File: src/rtl/cfm_pkg.sv
package cfm_pkg;
  localparam int unsigned CNT_W     = 8;
  localparam int unsigned PS_W      = 4;
  localparam int unsigned PS_MAXLOG = 8;
  localparam int unsigned WIN_EDGES = 32;
  localparam int unsigned SYNC_N    = 2;

  typedef struct packed {
    logic [CNT_W-1:0] hi_bound;
    logic [CNT_W-1:0] lo_bound;
    logic [PS_W-1:0]  ps_sel;
  } cfm_cfg_t;
endpackage

File: src/rtl/cfm_sync.sv
module cfm_sync #(
  parameter int unsigned STAGES = 2
) (
  input  logic clk_i,
  input  logic rst_ni,
  input  logic async_i,
  output logic rise_o
);
  logic [STAGES-1:0] sync_q;
  logic              prev_q;

  always_ff @(posedge clk_i or negedge rst_ni) begin
    if (!rst_ni) begin
      sync_q <= '0;
      prev_q <= 1'b0;
    end else begin
      sync_q <= {sync_q[STAGES-2:0], async_i};
      prev_q <= sync_q[STAGES-1];
    end
  end

  assign rise_o = sync_q[STAGES-1] & ~prev_q;

  p_rise_single_r1: assert property (@(posedge clk_i) disable iff (!rst_ni)
    rise_o |=> !rise_o);
endmodule

File: src/rtl/cfm_prescale.sv
module cfm_prescale #(
  parameter int unsigned PS_W   = 4,
  parameter int unsigned MAXLOG = 8
) (
  input  logic            clk_i,
  input  logic            rst_ni,
  input  logic [PS_W-1:0] sel_i,
  output logic            tick_o
);
  logic [MAXLOG-1:0] div_q;
  logic [MAXLOG-1:0] lim;
  logic [PS_W-1:0]   lg;

  // codes beyond the largest divider clamp to it
  always_comb begin
    lg  = (sel_i > PS_W'(MAXLOG)) ? PS_W'(MAXLOG) : sel_i;
    lim = {MAXLOG{1'b1}} >> (PS_W'(MAXLOG) - lg);
  end

  assign tick_o = (div_q >= lim);

  always_ff @(posedge clk_i or negedge rst_ni) begin
    if (!rst_ni)     div_q <= '0;
    else if (tick_o) div_q <= '0;
    else             div_q <= div_q + 1'b1;
  end

  p_div_bound_r2: assert property (@(posedge clk_i) disable iff (!rst_ni)
    (!tick_o && $stable(sel_i)) |=> (div_q != '0));
endmodule

File: src/rtl/cfm_window.sv
module cfm_window #(
  parameter int unsigned CNT_W = 8,
  parameter int unsigned EDGES = 32
) (
  input  logic             clk_i,
  input  logic             rst_ni,
  input  logic             rise_i,
  input  logic             tick_i,
  output logic [CNT_W-1:0] run_cnt_o,
  output logic [CNT_W-1:0] meas_o,
  output logic             meas_vld_o,
  output logic             win_end_o
);
  localparam int unsigned EW = (EDGES > 1) ? $clog2(EDGES) : 1;

  logic [EW-1:0]    edge_q;
  logic [CNT_W-1:0] run_q, meas_q;
  logic             vld_q;

  assign win_end_o = rise_i && (edge_q == EW'(EDGES-1));

  always_ff @(posedge clk_i or negedge rst_ni) begin
    if (!rst_ni) begin
      edge_q <= '0;
      run_q  <= '0;
      meas_q <= '0;
      vld_q  <= 1'b0;
    end else begin
      if (win_end_o)   edge_q <= '0;
      else if (rise_i) edge_q <= edge_q + 1'b1;

      if (win_end_o) begin
        meas_q <= run_q;
        vld_q  <= 1'b1;
        run_q  <= '0;
      end else if (tick_i && run_q != '1) begin
        run_q <= run_q + 1'b1; // saturate, stopped clock keeps max check live
      end
    end
  end

  assign run_cnt_o  = run_q;
  assign meas_o     = meas_q;
  assign meas_vld_o = vld_q;

  p_sat_r4: assert property (@(posedge clk_i) disable iff (!rst_ni)
    (run_q == '1 && !win_end_o) |=> (run_q == '1));
  p_meas_hold_r1: assert property (@(posedge clk_i) disable iff (!rst_ni)
    !win_end_o |=> $stable(meas_q));
  p_clear_r1: assert property (@(posedge clk_i) disable iff (!rst_ni)
    win_end_o |=> (run_q == '0));
endmodule

File: src/rtl/clk_rate_mon.sv
module clk_rate_mon
  import cfm_pkg::*;
(
  input  logic        clk_i,
  input  logic        rst_ni,
  input  logic        ref_clk_i,
  input  logic        cfg_we_i,
  input  logic [31:0] cfg_wdata_i,
  output logic [31:0] cfg_rdata_o,
  input  logic        fail_clr_i,
  output logic        fail_o,
  output logic        irq_o,
  output logic        mute_o
);
  cfm_cfg_t         cfg_q;
  logic             rise, tick, win_end, meas_vld;
  logic [CNT_W-1:0] run_cnt, meas;
  logic             lo_viol, hi_viol, viol, fail_q;

  always_ff @(posedge clk_i or negedge rst_ni) begin
    if (!rst_ni) begin
      cfg_q.ps_sel   <= '0;
      cfg_q.lo_bound <= '0;
      cfg_q.hi_bound <= '1;
    end else if (cfg_we_i) begin
      cfg_q.ps_sel   <= cfg_wdata_i[3:0];
      cfg_q.lo_bound <= cfg_wdata_i[15:8];
      cfg_q.hi_bound <= cfg_wdata_i[23:16];
    end
  end

  cfm_sync #(.STAGES(SYNC_N)) u_sync (
    .clk_i(clk_i), .rst_ni(rst_ni), .async_i(ref_clk_i), .rise_o(rise));

  cfm_prescale #(.PS_W(PS_W), .MAXLOG(PS_MAXLOG)) u_ps (
    .clk_i(clk_i), .rst_ni(rst_ni), .sel_i(cfg_q.ps_sel), .tick_o(tick));

  cfm_window #(.CNT_W(CNT_W), .EDGES(WIN_EDGES)) u_win (
    .clk_i(clk_i), .rst_ni(rst_ni), .rise_i(rise), .tick_i(tick),
    .run_cnt_o(run_cnt), .meas_o(meas), .meas_vld_o(meas_vld),
    .win_end_o(win_end));

  assign lo_viol = meas_vld && (meas < cfg_q.lo_bound);
  assign hi_viol = (run_cnt > cfg_q.hi_bound);
  assign viol    = lo_viol | hi_viol;

  // set wins over clear
  always_ff @(posedge clk_i or negedge rst_ni) begin
    if (!rst_ni) fail_q <= 1'b0;
    else         fail_q <= viol | (fail_q & ~fail_clr_i);
  end

  assign cfg_rdata_o = {meas, cfg_q.hi_bound, cfg_q.lo_bound, 4'b0, cfg_q.ps_sel};
  assign fail_o      = fail_q;
  assign irq_o       = fail_q;
  assign mute_o      = fail_q;

  p_hi_sets_r6: assert property (@(posedge clk_i) disable iff (!rst_ni)
    (run_cnt > cfg_q.hi_bound) |=> fail_q);
  p_lo_sets_r5: assert property (@(posedge clk_i) disable iff (!rst_ni)
    (meas_vld && meas < cfg_q.lo_bound) |=> fail_q);
  p_sticky_r7: assert property (@(posedge clk_i) disable iff (!rst_ni)
    (fail_q && !fail_clr_i) |=> fail_q);
  p_clear_r8: assert property (@(posedge clk_i) disable iff (!rst_ni)
    (fail_clr_i && !viol) |=> !fail_q);
endmodule

File: config.mk
export PLATFORM = sky130hd
export DESIGN_NAME = clk_rate_mon
export DESIGN_NICKNAME = d
export VERILOG_FILES = /design/src/rtl/cfm_pkg.sv /design/src/rtl/cfm_sync.sv /design/src/rtl/cfm_prescale.sv /design/src/rtl/cfm_window.sv /design/src/rtl/clk_rate_mon.sv
export SDC_FILE = /design/constraint.sdc
export NUM_CORES = 1
export LEC_CHECK = 0
export BUFFER_PORTS_ARGS = -buffer_cell sky130_fd_sc_hd__buf_2
export CORE_MARGIN = 3
export CORE_UTILIZATION = 31
export CTS_BUF_LIST = sky130_fd_sc_hd__clkbuf_2
export CTS_CLUSTER_SIZE = 25
export DETAILED_ROUTE_END_ITERATION = 8
export GPL_TIMING_DRIVEN = 0
export HOLD_SLACK_MARGIN = 0.1
export SYNTH_ARGS = -nofsm -noshare
export SYNTH_HDL_FRONTEND = slang
export SYNTH_SLANG_ARGS = --single-unit
File: constraint.sdc
create_clock -name clk_i -period 3 [get_ports clk_i]
set_input_delay 0.3 -clock clk_i [delete_from_list [all_inputs] [get_ports clk_i]]
set_output_delay 0.3 -clock clk_i [all_outputs]
set_load 0.02 [all_outputs]
After elaboration in Yosys (flattened, before gate mapping)

Index checks and enable logic that the tools add are counted.

Flip-flop bits (word level): 54
Input port bits: 37
Output and inout bits: 35
Logic and storage cells: 39

Add/sub/neg operators: 4
Magnitude comparators: 4
Equality and inequality tests: 2
Shift-type cells: 1
Muxes and demuxes: 6
Bitwise gates (word level): 6
Reductions and logical operators: 5

Operator list:

| kind                                              | count |
|---|---|
| 2-to-1 mux 8 bit                                  | 3 |
| adder 8 x 1 -> 8 bit (second input constant)      | 2 |
| 2-to-1 mux 5 bit                                  | 2 |
| >= comparator 8 bit                               | 1 |
| > comparator 8 bit                                | 1 |
| < comparator 8 bit                                | 1 |
| != test 8 bit (second input constant)             | 1 |
| right shift 8 x 4 -> 8 bit (first input constant) | 1 |
| adder 5 x 1 -> 5 bit (second input constant)      | 1 |
| equality test 5 bit (second input constant)       | 1 |
| > comparator 4 bit (second input constant)        | 1 |
| 2-to-1 mux 4 bit                                  | 1 |
| nonzero test 2 bit                                | 2 |
| subtractor 4 bit (first input constant)           | 1 |
| logical AND 1 bit                                 | 3 |
| AND 1 bit                                         | 2 |
| NOT 1 bit                                         | 2 |
| OR 1 bit                                          | 2 |

Logic depth before layout (Yosys ltp)

Gate-level depths: netlist (run 1).

Word-level depth: 8
Gate-level depth with buffers: 13
Gate-level depth less buffers: 12

Modules after synthesis

Synthesis (run 1) repeated with hierarchy kept, for this count alone.

Cell total of the unflattened synthesis: 304
Area total of the unflattened synthesis: 3001.6 um^2

By module, submodules not included:

| module       | instances | cells each | area each (um^2) |
|---|---|---|---|
| clk_rate_mon | 1         | 121        | 1211.2 |
| cfm_window   | 1         | 107        | 1067.3 |
| cfm_prescale | 1         | 72         | 634.4 |
| cfm_sync     | 1         | 4          | 88.8 |

Worst setup path after synthesis (run 1)

Ideal clock, no wire load.

Path kind: register -> register
Start point: register cfg_q (netlist bit cfg_rdata_o[3])
End point: register u_win.run_q[2], in the netlist u_win.run_cnt_o[2]
Data arrival time: 2.859 ns
Data required time: 2.901 ns
Setup slack: 0.042 ns
Stages on the path, launching flop included: 13
Path buffers: 1
Clock period less this slack: 2.958 ns
Cells stage by stage: dfrtp_1 and2b_1 inv_1 ha_1 xnor2_1 or3_1 ha_1 and3_1 a221oi_1 o21a_1 buf_4 nor2_1 a311oi_1

Word-level cells in the longest chain between the ends: 7

RTL lines:

| item                                    | RTL line           | RTL |
|---|---|---|
| from (decl)                             | clk_rate_mon.sv:15 | `cfm_cfg_t cfg_q;` |
| > comparator 4 bit                      | cfm_prescale.sv:16 | `lg = (sel_i > PS_W'(MAXLOG)) ? PS_W'(MAXLOG) : sel_i;` |
| 2-to-1 mux 4 bit (*)                    | cfm_prescale.sv:16 |  |
| subtractor 4 bit (*)                    | cfm_prescale.sv:17 | `lim = {MAXLOG{1'b1}} >> (PS_W'(MAXLOG) - lg);` |
| right shift 8 x 4 -> 8 bit (*)          | cfm_prescale.sv:17 |  |
| >= comparator 8 bit (*)                 | cfm_prescale.sv:20 | `assign tick_o = (div_q >= lim);` |
| logical AND 1 bit (*)                   | cfm_window.sv:36   | `end else if (tick_i && run_q != '1) begin` |
| nonzero test 2 bit (no source line) (*) | -                  |  |
| to (signal assigned)                    | cfm_window.sv:37   | `run_q <= run_q + 1'b1;` |
| to (decl)                               | cfm_window.sv:17   | `logic [CNT_W-1:0] run_q, meas_q;` |

Every way passes the cells marked *; elsewhere a longest branch is shown, timed or not.
A chain may end at the register's enable or synchronous reset.

Worst setup path in the final report (run 1)

Start point: register cfg_q (netlist bit cfg_rdata_o[3])
End point: register u_win.run_q[5], in the netlist u_win.run_cnt_o[5]

The elaborated chain is that of the path after synthesis.

==> results.toml, run 1 <==
[logic_synthesis]
synthDistinctLibCells = 40
synth_edf_count = 0
synth_most_common_cell = "dfrtp_1"
synth-seq-cells = 54
synthSimpleGateAreaFrac = 0.163
yosys-top-cells-area = "dfrtp_1 40%, ha_1 12%, dfstp_2 7.3%"
synth_ff_type = "dfrtp_1"
async_flop_share = 1.00
yosysSeqAreaShare = 0.474
synth-xor-area-share = 0.0214
synth_top_cell_by_area = "dfrtp_1"
yosysTopAreaCellShare = 0.401
synthMuxAreaShare = 0.0275
synthesis.instances = 293
synth_compound_area_frac = 0.133
yosysWarnings = 0
netlist_top_cells_count = "46 x dfrtp_1, 44 x nand2_1, 28 x ha_1, 25 x o21ai_0, 23 x inv_1"
postSynthAreaPerCell_um2 = 9.80
synth_fa_ha_area_frac = 0.122
synth_top_family_by_area = "simple AND/OR/NAND/NOR gates"
syn_area_mm2 = 0.00287

[sta]
tns_ns = -0.0925
finalCritPeriodShare = 1.01
timing.hold.ws_ns = 0.151
slew_headroom = 0.655
worstMarginPinSlew_ns = 0.518
grt_setup_unrepaired = "yes"
fmax_mhz = 329
drv_slew = 0
skew_ns = 0.0158
finalWorstSetupSlack_ns = -0.0392
min_period_ns = 3.04
setup_violations = 3
finalHoldViolations = 0

[drt]
detail_route.wl_per_cell_um = 13.9
route.detailed.drc = 0
drt_wl_total_um = 6850
via_per_inst = 4.77
drt_iter0_drc = 64
vias = 2356
final_antenna_net_count = 0
first_pass_iters = 4

[clock_tree]
cts_buffers = 5
htreeDepth = 2
path_clk_slew_ns = 0.26
cts.sinks = 54
cts_tree = "done"
cts_root_buf = "clkbuf_2"
clock_latency_ns = 0.45
clock_path_buffers = 2

[setup_path]
worstSetupPathType = "reg2reg"
crit_path_end_kind = "flop"
rr_worst_depth = 11
worst_ep_arrival_time_ns = 3.43
cp_max_fo = 6
crit_path_start_kind = "flop"
rr_startpoint = "cfg_rdata_o[3]$_DFFE_PN0P_"
timing.reg2reg.setup_slack_ns = -0.04
required_ns = 3.39
r2r_end = "u_win.run_cnt_o[5]$_DFFE_PN0P_"

[power]
power.leakage_nw = 1.88
ir_worst_vdd_v = 0.000213
finalPower_mw = 2.26
power-per-cell-area_mw_per_mm2 = 598

[outcome]
outcome = "finished with violations"
failed_checks = "setup timing"

[worst_hold_path]
hold_path_depth = 3
hold_path.class = "in2reg"
hold_end = "fail_o$_DFF_PN0_"
hold_start = "fail_clr_i"

[floorplanning]
rows = 34
die_w_um = 102
fp.dieArea_mm2 = 0.0105
fp.coreArea_mm2 = 0.00885
initial_core_util = 0.324
io_pins = 72
fp.dieH_um = 102

[layout]
diodes = 0
fin_util = 0.426
fin_cells = 494
area_growth_pct = 31.3
design_area_mm2 = 0.00377
fillers = 864
drive_above_1_share = 0.295
nets = 450

[grt]
grt_pass1_vias = 2209
grt_pass1_wl_um = 10700
grt_overflow = 0
antenna_found_initial = 0
grt_usage = 0.128
grt_max_degree = 55

[placed_design]
io_buffers = 54
place_hpwl_um = 4820
place.gp.congestion = 0.824
dp_slack_ns = -0.162
placed_cells = 458
placed_cell_area_mm2 = 0.00329

[job]
max_cap_violations = 0
==> cell families after synthesis <==
family	count (synthesis)
other	1
muxes	7
adders and majority gates	28
xor gates and xnor gates	7
and+or+nand+nor	98
DFF	54
AOI/OAI and AO/OA	61
buffers and inverters	37
==> placed cells by master, fill, tap and decap left out, types with 2 or more instances in the layout <==
cell,synthesis,routed
a211oi_1,2,2
a21o_1,7,7
a21oi_1,11,7
a21oi_2,0,4
and3_1,5,4
buf_2,0,54
buf_4,7,11
clkbuf_1,7,7
clkbuf_2,0,5
clkinv_2,0,2
conb_1,1,4
dfrtp_1,46,45
dfstp_2,8,8
dlygate4sd3_1,0,22
ha_1,28,25
ha_4,0,2
inv_1,23,22
mux2_2,7,7
nand2_1,44,44
nand2b_1,6,6
nand3_1,11,10
nor2_1,16,16
nor3_1,2,2
o2111ai_1,2,2
o21ai_0,25,25
o31ai_1,4,4
or3_1,4,2
or3_4,0,2
or4_4,0,3
xnor2_1,3,2
xor2_1,4,4
==> how the worst max path moves through the flow <==
stage | start | endpoint | slack (ns) | depth (start not counted)
floorplan | cfg_rdata_o[3]$_DFFE_PN0P_ | u_win.run_cnt_o[2]$_DFFE_PN0P_ | 0.04 | 12
detailed placement | cfg_rdata_o[3]$_DFFE_PN0P_ | u_win.run_cnt_o[2]$_DFFE_PN0P_ | -0.16 | 12
CTS | cfg_rdata_o[3]$_DFFE_PN0P_ | u_win.run_cnt_o[4]$_DFFE_PN0P_ | 0.03 | 11
global route | cfg_rdata_o[3]$_DFFE_PN0P_ | u_win.run_cnt_o[0]$_DFFE_PN0P_ | -0.14 | 12
finish | cfg_rdata_o[3]$_DFFE_PN0P_ | u_win.run_cnt_o[5]$_DFFE_PN0P_ | -0.04 | 11
global placement | cfg_rdata_o[3]$_DFFE_PN0P_ | u_win.run_cnt_o[2]$_DFFE_PN0P_ | -0.14 | 12
==> registers in the layout, summed over array words and instances (netlist names) <==
register,flops
cfg_rdata_o,20
u_ps.div_q,8
u_win.meas_o,8
u_win.run_cnt_o,8
u_win.edge_q,5
u_sync.sync_q,2
fail_o,1
u_sync.prev_q,1
u_win.meas_vld_o,1
==> what timing repair did <==
action,CTS,global route
pin swaps,5,11
setup buffers,2,2
gates resized for setup,9,19
setup endpoints to repair,9,7
gates cloned,0,1
hold endpoints to repair,23,0
hold buffers,22,0
==> where the power goes <==
part | total [mW] | switching (mW) | internal [mW]
clock network | 0.373 | 0.235 | 0.138
registers | 1.01 | 0.144 | 0.865
logic | 0.873 | 0.458 | 0.414
total | 2.26 | 0.837 | 1.42
==> critical path: stages (launching register included) <==
cell and delay [ns]:
dfrtp_2 0.49, and2b_1 0.24, inv_2 0.06, ha_4 0.17, xnor2_4 0.13, or3_4 0.42
ha_4 0.27, and3_4 0.20, nand3_4 0.10, o21a_4 0.26, or4_4 0.51, a21oi_2 0.14
==> routing by layer <==
metal  vias up  GRT usage  share of wire
met3         8     0.0164          0.030
met1      1117      0.162           0.44
met2        46      0.230           0.52
met4         0     0.0363          0.015
li1       1185          -              -
met5         -          0              0
==> area by class of cell <==
type | count | area (um2) | share of cell area
Multi-Input combinational cell | 205 | 1490 | 0.395
Clock buffer | 5 | 25.0 | 0.00664
Clock inverter | 3 | 40.0 | 0.0106
Inverter | 23 | 86.3 | 0.0229
Tap cell | 108 | 135 | 0.0358
Sequential cell | 54 | 1360 | 0.361
Buffer | 14 | 82.6 | 0.0219
Timing Repair Buffer | 82 | 548 | 0.145
Power figures use the tool's default switching activity.
==> run 2: changes to the inputs <==
==> constraint.sdc (replaced) <==
create_clock -name clk_i -period 3 [get_ports clk_i]
set_input_delay 0.45 -clock clk_i [delete_from_list [all_inputs] [get_ports clk_i]]
set_output_delay 0.45 -clock clk_i [all_outputs]
set_load 0.02 [all_outputs]
==> results.toml, run 2 (synthesis gave the netlist of run 1 again) <==
[clock_tree]
cts_root_buf = "clkbuf_2"
cts_tree = "done"
path_clk_slew_ns = 0.27
cts_buffers = 5
clock_latency_ns = 0.44
cts.sinks = 54
clock_path_buffers = 2
htreeDepth = 2

[power]
ir_worst_vdd_v = 0.000210
power.leakage_nw = 1.78
finalPower_mw = 2.22
power-per-cell-area_mw_per_mm2 = 628

[layout]
layout_common_cells = "54 x buf_2, 45 x dfrtp_1, 44 x nand2_1, 26 x ha_1, 25 x o21ai_0"
diodes = 0
nets = 428
area_growth_pct = 23.3
final_common_cell = "buf_2"
fin_util = 0.400
largest_register_ffs = 20
drive_above_1_share = 0.305

[worst_hold_path]
hold_path_depth = 3
hold_end = "cfg_rdata_o[11]$_DFFE_PN0P_"
hold_path.class = "in2reg"
hold_start = "cfg_wdata_i[11]"

[setup_path]
critPathTopFamily = "simple AND/OR/NAND/NOR gates"
cp_num_buf_inv = 1
crit_chain = "and2b_1, inv_2, ha_4, xnor2_4, or3_4, ha_4, and3_4, nand3_4, o21a_4, or4_4, a21oi_2"
cp_max_fo = 6
crit_path_start_kind = "flop"
slowest_delay_ns = 0.51
cp_slowest_cell = "or4_4"
required_ns = 3.39
timing.reg2reg.setup_slack_ns = -0.03
rr_startpoint = "cfg_rdata_o[3]$_DFFE_PN0P_"
r2r_end = "u_win.run_cnt_o[5]$_DFFE_PN0P_"
crit_path_frequent_cell = "ha_4"
rr_worst_depth = 11
worst_ep_arrival_time_ns = 3.42
worstSetupPathType = "reg2reg"
crit_path_end_kind = "flop"

[floorplanning]
fp.dieArea_mm2 = 0.0105
fp.dieH_um = 102
io_pins = 72
initial_core_util = 0.324
rows = 34
fp.coreArea_mm2 = 0.00885
die_w_um = 102

[placed_design]
place_hpwl_um = 4820
dp_slack_ns = -0.162
place.gp.congestion = 0.824
io_buffers = 54

[outcome]
outcome = "finished with violations"
failed_checks = "setup timing"

[grt]
grt_overflow = 0
grt_usage = 0.123
grt_pass1_wl_um = 10300
grt_max_degree = 55
grt_pass1_vias = 2133
antenna_found_initial = 0

[sta]
grt_setup_unrepaired = "yes"
fmax_mhz = 330
finalCritPeriodShare = 1.01
min_period_ns = 3.03
drv_slew = 0
finalWorstSetupSlack_ns = -0.0274
slew_headroom = 0.536
setup_violations = 2
timing.hold.ws_ns = 0.183
worstMarginPinSlew_ns = 0.696
tns_ns = -0.0389
skew_ns = 0.0173
finalHoldViolations = 0

[drt]
first_pass_iters = 5
drt_iter0_drc = 60
detail_route.wl_per_cell_um = 13.8
final_antenna_net_count = 0
drt_wl_total_um = 6530
route.detailed.drc = 0
via_per_inst = 4.84
vias = 2286

[job]
max_cap_violations = 0
==> run 2: changes by cell type in the layout (fill, tap and decap cells not counted), sizes merged <==
cell / previous run / this run
dlygate4sd3: 22 / 2
buf: 67 / 65
==> run 2: through the flow <==
| stage | instances | area (um2) |
|---|---|---|
| 2_1_floorplan | 296 | 2880 |
| 3_3_place_gp | 458 | 3290 |
| 3_5_place_dp | 458 | 3290 |
| 4_1_cts | 469 | 3410 |
| 5_1_grt | 472 | 3540 |
| 6_report | 472 | 3540 |
==> run 2: metal layers <==
layer | global-route usage | part of all wire
met5 | 0 | 0
met1 | 0.160 | 0.44
met3 | 0.0164 | 0.038
met2 | 0.213 | 0.51
met4 | 0.0363 | 0.016
==> run 2: worst max path at each step <==
stage,startpoint,to,slack [ns],depth (start not counted)
CTS,cfg_rdata_o[3]$_DFFE_PN0P_,u_win.run_cnt_o[4]$_DFFE_PN0P_,0.03,11
detailed placement,cfg_rdata_o[3]$_DFFE_PN0P_,u_win.run_cnt_o[2]$_DFFE_PN0P_,-0.16,12
global placement,cfg_rdata_o[3]$_DFFE_PN0P_,u_win.run_cnt_o[2]$_DFFE_PN0P_,-0.14,12
floorplan,cfg_rdata_o[3]$_DFFE_PN0P_,u_win.run_cnt_o[2]$_DFFE_PN0P_,0.04,12
global route,cfg_rdata_o[3]$_DFFE_PN0P_,u_win.run_cnt_o[2]$_DFFE_PN0P_,-0.10,13
finish,cfg_rdata_o[3]$_DFFE_PN0P_,u_win.run_cnt_o[5]$_DFFE_PN0P_,-0.03,11
==> run 2: what timing repair did <==
| action | CTS | global route |
|---|---|---|
| setup endpoints to repair | 9 | 6 |
| pin swaps | 5 | 7 |
| setup buffers | 2 | 1 |
| gates cloned | 0 | 1 |
| endpoints found under the hold margin | 1 | 46 |
| resized for setup | 9 | 17 |
| hold buffers | 1 | 1 |
==> run 2: final cells by class <==
cell class / count / area [um2]
fillers: 896 / 5310
multi-input cells: 205 / 1490
flip-flops and latches: 54 / 1360
repair buffers: 60 / 320
well taps: 108 / 135
inverters: 23 / 86.3
plain buffers: 14 / 82.6
clock inverters: 3 / 40.0
clock buffers: 5 / 25.0
==> run 2: report_power, final <==
group          leakage (nW)  internal [mW]  total, mW  switching [mW]
Sequential            0.668          0.865       1.01           0.144
Clock                0.0427          0.138      0.368           0.230
Combinational          1.07          0.391      0.845           0.454
==> run 2: worst reg2reg max path, stage by stage, from the launching register on <==
cell	delay [ns]
dfrtp_2	0.49
and2b_1	0.24
inv_2	0.06
ha_4	0.17
xnor2_4	0.13
or3_4	0.41
ha_4	0.27
and3_4	0.20
nand3_4	0.10
o21a_4	0.25
or4_4	0.51
a21oi_2	0.14
